===== config.mk =====
export PLATFORM = sky130hd
export DESIGN_NAME = prio_irq_ctrl
export DESIGN_NICKNAME = d
export VERILOG_FILES = /design/src/rtl/pic_pkg.sv /design/src/rtl/pic_prio_enc.sv /design/src/rtl/pic_req_latch.sv /design/src/rtl/pic_prog.sv /design/src/rtl/prio_irq_ctrl.sv
export SDC_FILE = /design/constraint.sdc
export NUM_CORES = 1
export LEC_CHECK = 0
export CORE_UTILIZATION = 55
export CTS_CLUSTER_SIZE = 28
export DETAILED_ROUTE_END_ITERATION = 10
export DONT_BUFFER_PORTS = 1
export GPL_TIMING_DRIVEN = 0
export PLACE_DENSITY_LB_ADDON = 0.25
export SLEW_MARGIN = 0
export SYNTH_ARGS = -nofsm -noshare
export SYNTH_HDL_FRONTEND = slang
export SYNTH_SLANG_ARGS = --single-unit

===== constraint.sdc =====
create_clock -name clk_i -period 3.85 [get_ports clk_i]
set_input_delay 0.385 -clock clk_i [delete_from_list [all_inputs] [get_ports clk_i]]
set_output_delay 0.385 -clock clk_i [all_outputs]
set_load 0.01 [all_outputs]

===== src/rtl/pic_pkg.sv =====
package pic_pkg;
  localparam int NIRQ   = 8;
  localparam int LVL_W  = $clog2(NIRQ);
  localparam int DATA_W = 8;
  localparam int BASE_W = DATA_W - LVL_W;

  typedef enum logic [2:0] {
    ST_IDLE = 3'd0,
    ST_W2   = 3'd1,
    ST_W3   = 3'd2,
    ST_W4   = 3'd3,
    ST_RUN  = 3'd4
  } init_st_e;
endpackage


===== src/rtl/pic_prio_enc.sv =====
module pic_prio_enc #(
  parameter int N = 8,
  parameter int W = $clog2(N)
) (
  input  logic [N-1:0] vec_i,
  output logic         valid_o,
  output logic [W-1:0] idx_o
);
  // lowest index wins: scan down so the last hit is the smallest
  always_comb begin
    idx_o = '0;
    for (int i = N - 1; i >= 0; i--) begin
      if (vec_i[i]) idx_o = W'(i);
    end
  end
  assign valid_o = |vec_i;
endmodule


===== src/rtl/pic_req_latch.sv =====
module pic_req_latch #(
  parameter int N = 8
) (
  input  logic         clk_i,
  input  logic         rst_ni,
  input  logic         clear_all_i,
  input  logic [N-1:0] irq_i,
  input  logic [N-1:0] ack_clr_i,
  output logic [N-1:0] irr_o
);
  logic [N-1:0] irq_q;

  for (genvar g = 0; g < N; g++) begin : g_line
    always_ff @(posedge clk_i or negedge rst_ni) begin
      if (!rst_ni) begin
        irq_q[g] <= 1'b0;
        irr_o[g] <= 1'b0;
      end else begin
        irq_q[g] <= irq_i[g];
        if (clear_all_i)                 irr_o[g] <= 1'b0;
        else if (irq_i[g] && !irq_q[g])  irr_o[g] <= 1'b1;  // new edge beats ack
        else if (ack_clr_i[g])           irr_o[g] <= 1'b0;
      end
    end
  end
endmodule


===== src/rtl/pic_prog.sv =====
module pic_prog
  import pic_pkg::*;
#(
  parameter int N = NIRQ,
  parameter int W = LVL_W
) (
  input  logic          clk_i,
  input  logic          rst_ni,
  input  logic          wr_stb_i,
  input  logic          a0_i,
  input  logic [7:0]    wdata_i,
  output logic          init_o,
  output logic          ready_o,
  output logic          eoi_ns_o,
  output logic          eoi_sp_o,
  output logic [W-1:0]  eoi_lvl_o,
  output logic [N-1:0]  imr_o,
  output logic [BASE_W-1:0] base_o,
  output logic          rd_isr_o
);
  init_st_e st_q;
  logic need_w3_q, need_w4_q;
  logic cmd_lo;

  assign cmd_lo    = wr_stb_i && !a0_i && !wdata_i[4];
  assign init_o    = wr_stb_i && !a0_i && wdata_i[4];
  assign ready_o   = (st_q == ST_RUN);
  assign eoi_ns_o  = ready_o && cmd_lo && !wdata_i[3] && (wdata_i[7:5] == 3'b001);
  assign eoi_sp_o  = ready_o && cmd_lo && !wdata_i[3] && (wdata_i[7:5] == 3'b011);
  assign eoi_lvl_o = wdata_i[W-1:0];

  always_ff @(posedge clk_i or negedge rst_ni) begin
    if (!rst_ni) begin
      st_q      <= ST_IDLE;
      need_w3_q <= 1'b0;
      need_w4_q <= 1'b0;
      imr_o     <= '0;
      base_o    <= '0;
      rd_isr_o  <= 1'b0;
    end else if (init_o) begin
      st_q      <= ST_W2;
      need_w3_q <= !wdata_i[1];
      need_w4_q <= wdata_i[0];
      imr_o     <= '0;
      rd_isr_o  <= 1'b0;
    end else if (wr_stb_i) begin
      unique case (st_q)
        ST_W2: if (a0_i) begin
          base_o <= wdata_i[7:8-BASE_W];
          st_q   <= need_w3_q ? ST_W3 : (need_w4_q ? ST_W4 : ST_RUN);
        end
        ST_W3: if (a0_i) st_q <= need_w4_q ? ST_W4 : ST_RUN;
        ST_W4: if (a0_i) st_q <= ST_RUN;
        ST_RUN: begin
          if (a0_i) imr_o <= wdata_i[N-1:0];
          else if (wdata_i[3] && wdata_i[1]) rd_isr_o <= wdata_i[0];
        end
        default: ;
      endcase
    end
  end
endmodule


===== src/rtl/prio_irq_ctrl.sv =====
module prio_irq_ctrl
  import pic_pkg::*;
(
  input  logic             clk_i,
  input  logic             rst_ni,
  input  logic             cs_i,
  input  logic             rd_i,
  input  logic             wr_i,
  input  logic             a0_i,
  input  logic [DATA_W-1:0] wdata_i,
  output logic [DATA_W-1:0] rdata_o,
  output logic             rdata_oe_o,
  input  logic [NIRQ-1:0]  irq_i,
  input  logic             inta_i,
  output logic             int_o
);
  logic              wr_stb, rd_stb;
  logic              init, ready, eoi_ns, eoi_sp, rd_isr;
  logic [LVL_W-1:0]  eoi_lvl;
  logic [NIRQ-1:0]   imr, irr_q, isr_q, pend, ack_clr, eoi_clr, isr_set;
  logic [BASE_W-1:0] base;
  logic              pend_v, isr_v;
  logic [LVL_W-1:0]  win, isr_hi, lvl_q;
  logic              phase_q, ack1, ack2;

  assign wr_stb = cs_i && wr_i;
  assign rd_stb = cs_i && rd_i;

  pic_prog #(.N(NIRQ), .W(LVL_W)) u_prog (
    .clk_i(clk_i), .rst_ni(rst_ni), .wr_stb_i(wr_stb), .a0_i(a0_i),
    .wdata_i(wdata_i), .init_o(init), .ready_o(ready), .eoi_ns_o(eoi_ns),
    .eoi_sp_o(eoi_sp), .eoi_lvl_o(eoi_lvl), .imr_o(imr), .base_o(base),
    .rd_isr_o(rd_isr)
  );

  pic_req_latch #(.N(NIRQ)) u_req (
    .clk_i(clk_i), .rst_ni(rst_ni), .clear_all_i(init), .irq_i(irq_i),
    .ack_clr_i(ack_clr), .irr_o(irr_q)
  );

  assign pend = irr_q & ~imr;

  pic_prio_enc #(.N(NIRQ), .W(LVL_W)) u_enc_req (
    .vec_i(pend), .valid_o(pend_v), .idx_o(win)
  );
  pic_prio_enc #(.N(NIRQ), .W(LVL_W)) u_enc_isr (
    .vec_i(isr_q), .valid_o(isr_v), .idx_o(isr_hi)
  );

  assign int_o = ready && pend_v && (!isr_v || (win < isr_hi));

  assign ack1    = inta_i && !phase_q;
  assign ack2    = inta_i && phase_q;
  assign isr_set = (ack1 && pend_v) ? (NIRQ'(1) << win) : '0;
  assign ack_clr = isr_set;

  always_comb begin
    eoi_clr = '0;
    if (eoi_ns && isr_v) eoi_clr = NIRQ'(1) << isr_hi;
    else if (eoi_sp)     eoi_clr = NIRQ'(1) << eoi_lvl;
  end

  always_ff @(posedge clk_i or negedge rst_ni) begin
    if (!rst_ni) begin
      isr_q   <= '0;
      phase_q <= 1'b0;
      lvl_q   <= '0;
    end else begin
      if (init) isr_q <= '0;
      else      isr_q <= (isr_q & ~eoi_clr) | isr_set;
      if (inta_i) phase_q <= !phase_q;
      if (ack1)   lvl_q <= pend_v ? win : LVL_W'(NIRQ - 1);
    end
  end

  always_comb begin
    if (ack2)        rdata_o = {base, lvl_q};
    else if (rd_stb) rdata_o = a0_i ? DATA_W'(imr) : (rd_isr ? DATA_W'(isr_q) : DATA_W'(irr_q));
    else             rdata_o = '0;
  end
  assign rdata_oe_o = ack2 || rd_stb;
endmodule


==> impl_metrics.toml <==
[die]
start_util = 0.584
die_h_um = 70.7
rows = 24
dieArea_sq_um = 5000
core_sq_um = 4440
pin_count = 33
die_x_um = 70.7

[worst_setup_path]
cp-end-kind = "output port"
crit_type = "flop to output port"
cp.arrival_ps = 2410
r2r_end = "isr_q[7]$_DFF_PN0_"
critPathMaxFanout = 10
critPathBufInv = 1
r2r_slack_ps = 1790
crit_cells = 6
cp_cell_sequence = "clkbuf_1 -> nor4_1 -> o41ai_1 -> ha_1 -> and2_1 -> a31oi_1"
r2r_cells = 6
cp_data_required_time_ps = 3460
setup.worst_path.start = "isr_q[0]$_DFF_PN0_"
crit_family = "simple AND/OR/NAND/NOR gates"
crit_path_end = "int_o"
critPathSlowestCell = "nor4_1"
max_stage_delay_ps = 500
r2r_start = "isr_q[0]$_DFF_PN0_"
start_kind = "flop"

[job]
maxCapViolCount = 0

[hold_path]
hp-class = "primary input to flop"

[routing]
remaining_drc_errors = 4
drt_iter0_markers = 203
via_count = 2149
wl_mm = 6.12
wl_per_cell_um = 18.1
antenna_left = 0
vias_per_cell = 6.36
drt_pre_antenna_iters = 9

[global_route]
grtUsageTotal = 0.260
grt_pass1_wl_mm = 9.79
grt_overflow_total = 0
grt_max_degree = 48
grt_pass1_vias = 1946
antenna_found_initial = 0

[synth]
synth_cell_types = 53
ys_seq_area_frac = 0.453
synth_top_family_by_area = "simple AND/OR/NAND/NOR gates"
syn_area_sq_um = 2600
synthAdderAreaFrac = 0.00482
synth_warnings = 0
synth_edf_count = 0
yosys.area_share.simple = 0.249
synthCells = 276
synth_top_cell_by_area = "dfrtp_1"
synth.net_count = 300
synth-seq-cells = 47
avgSynthCellArea_sq_um = 9.41
synth_ff_type = "dfrtp_1"
synth.area.top_cells = "dfrtp_1 (45%), a21oi_1 (5.0%), nand2b_1 (4.3%)"
synth_compound_area_frac = 0.214
synth_xor_area_frac = 0.00337
yosys.area.top_type_share = 0.453
synthMuxAreaShare = 0.0607
synthArstFlopShare = 1.00

[clocking]
path_clk_slew_ps = 90
cts_root_buf = "clkbuf_8"
cts_resized = 0
htree_levels = 2
cts_sinks = 47
cts_made_buffers = 5
post-cts-setup-buffers = 0
cts_hold_buf = 2
clock_latency_ps = 310
cts_tree = "yes"
cts.path.max_buffers = 2

[status]
violations = "design-rule violations"
status = "finished with violations"

[timing]
fin_skew_ps = 5.79
finalHoldViolations = 0
min_period_ps = 2790
worst_pin_slew_ps = 906
slew_viol_final = 0
max_freq_mhz = 358
tns_ps = 0
hold_slack_ps = 90.0
slew_headroom = 0.388
min_period_over_period = 0.725
setup_viol = 0
rsz0062_at_grt = "no"

[cells_and_area]
fin_nets = 309
num_antenna_cells = 0
instances_no_fill = 338
fill_cells = 382
drive_gt1_frac = 0.0874
synthToLayoutAreaGrowth_pct = 7.61

[place]
port_buffers = 0
dp.cells = 328
hpwl_mm = 4.53
gp_congestion = 0.925

[power]
p_total_mw = 1.61
power-per-cell-area_nw_per_um2 = 575
power_leakage_nw = 1.12
ir_drop_uv = 323
-- metal layers --
layer,routed length [um],GRT usage,part of all wire
met3,429,0.0613,0.070
met5,0,0,0
met1,2780,0.364,0.45
met2,2830,0.406,0.46
met4,80,0.0778,0.013
-- through the flow --
stage	util	setup slack, ps	instance area, sq um
2_1_floorplan	-	1730	2600
3_3_place_gp	0.599	1450	2660
3_5_place_dp	0.599	1460	2660
4_1_cts	0.629	1090	2800
5_1_grt	0.629	899	2800
6_report	0.629	1060	2800
-- cell families (layout without fill, tap and decap cells) --
logic type	count (synthesis)	after routing
compound gates	85	85
buf+inv	10	20
flops	47	47
xor+xnor	1	1
fa+ha+maj	1	1
simple gates	117	117
mux	15	15
-- cell type report --
| cell class | instances | area, sq um | share of cell area |
|---|---|---|---|
| Multi-Input combinational cell | 219 | 1380 | 0.495 |
| Sequential cell | 47 | 1180 | 0.421 |
| Clock buffer | 5 | 68.8 | 0.0246 |
| Tap cell | 52 | 65.1 | 0.0233 |
| Timing Repair Buffer | 2 | 37.5 | 0.0134 |
| Buffer | 8 | 31.3 | 0.0112 |
| Clock inverter | 3 | 26.3 | 0.00940 |
| Inverter | 2 | 7.51 | 0.00269 |
-- cells in the final DEF, fill, tap and decap left out, types with 3 or more instances in the layout --
master / netlist / final
nor3_1: 3 / 3
a22o_1: 6 / 6
o311ai_0: 3 / 3
clkbuf_1: 5 / 5
mux2_2: 6 / 6
a21oi_1: 26 / 26
a31oi_1: 3 / 3
clkbuf_8: 0 / 5
mux2i_1: 9 / 9
o21ai_0: 19 / 19
nand2_1: 26 / 26
nand3_1: 6 / 6
and2_1: 5 / 5
or3_1: 3 / 3
o211ai_1: 4 / 4
nor2_1: 28 / 28
dfrtp_1: 47 / 47
nor2b_1: 11 / 11
nand2b_1: 18 / 18
-- worst min path at each step --
stage	end	startpoint	slack, ps	cells after the start
2_1_floorplan	isr_q[0]$_DFF_PN0_	rst_ni	90	0
3_3_place_gp	isr_q[4]$_DFF_PN0_	rst_ni	90	0
3_5_place_dp	isr_q[4]$_DFF_PN0_	rst_ni	90	0
4_1_cts	u_req.irq_q[2]$_DFF_PN0_	irq_i[2]	90	0
5_1_grt	u_req.irq_q[0]$_DFF_PN0_	irq_i[0]	80	0
6_report	u_req.irq_q[5]$_DFF_PN0_	irq_i[5]	90	0
-- power by group --
group	leakage, nW	total, mW	switching (mW)	internal [mW]
clock	0.0491	0.316	0.182	0.134
sequential	0.575	0.756	0.137	0.619
combinational	0.498	0.536	0.310	0.227
total	1.12	1.61	0.629	0.979
-- cell usage after synthesis (all sizes together), types with 2 or more instances --
cell / instances
or3: 3
a211oi: 2
nand2: 26
clkbuf: 5
buf: 3
nor3: 4
and2: 6
o211ai: 4
o311ai: 3
a31o: 2
nand4: 2
a31oi: 3
o221ai: 2
nor4: 2
mux2: 6
nor2: 28
nand4b: 3
o22ai: 2
dfrtp: 47
o21ai: 19
o21a: 2
a22o: 7
o41ai: 2
and3b: 2
inv: 2
nand3: 6
a21oi: 26
mux2i: 9
nor4b: 2
nor2b: 11
nand2b: 18
o31ai: 2
-- sequential cells by signal (all words and copies together) (netlist names) --
register,count
lvl_q,3
isr_q,8
u_prog.need_w4_q,1
u_prog.base_o,5
u_req.irq_q,8
u_prog.rd_isr_o,1
phase_q,1
u_prog.st_q,3
u_req.irr_o,8
u_prog.imr_o,8
u_prog.need_w3_q,1
Note: power is estimated with default switching activity, not from simulation.
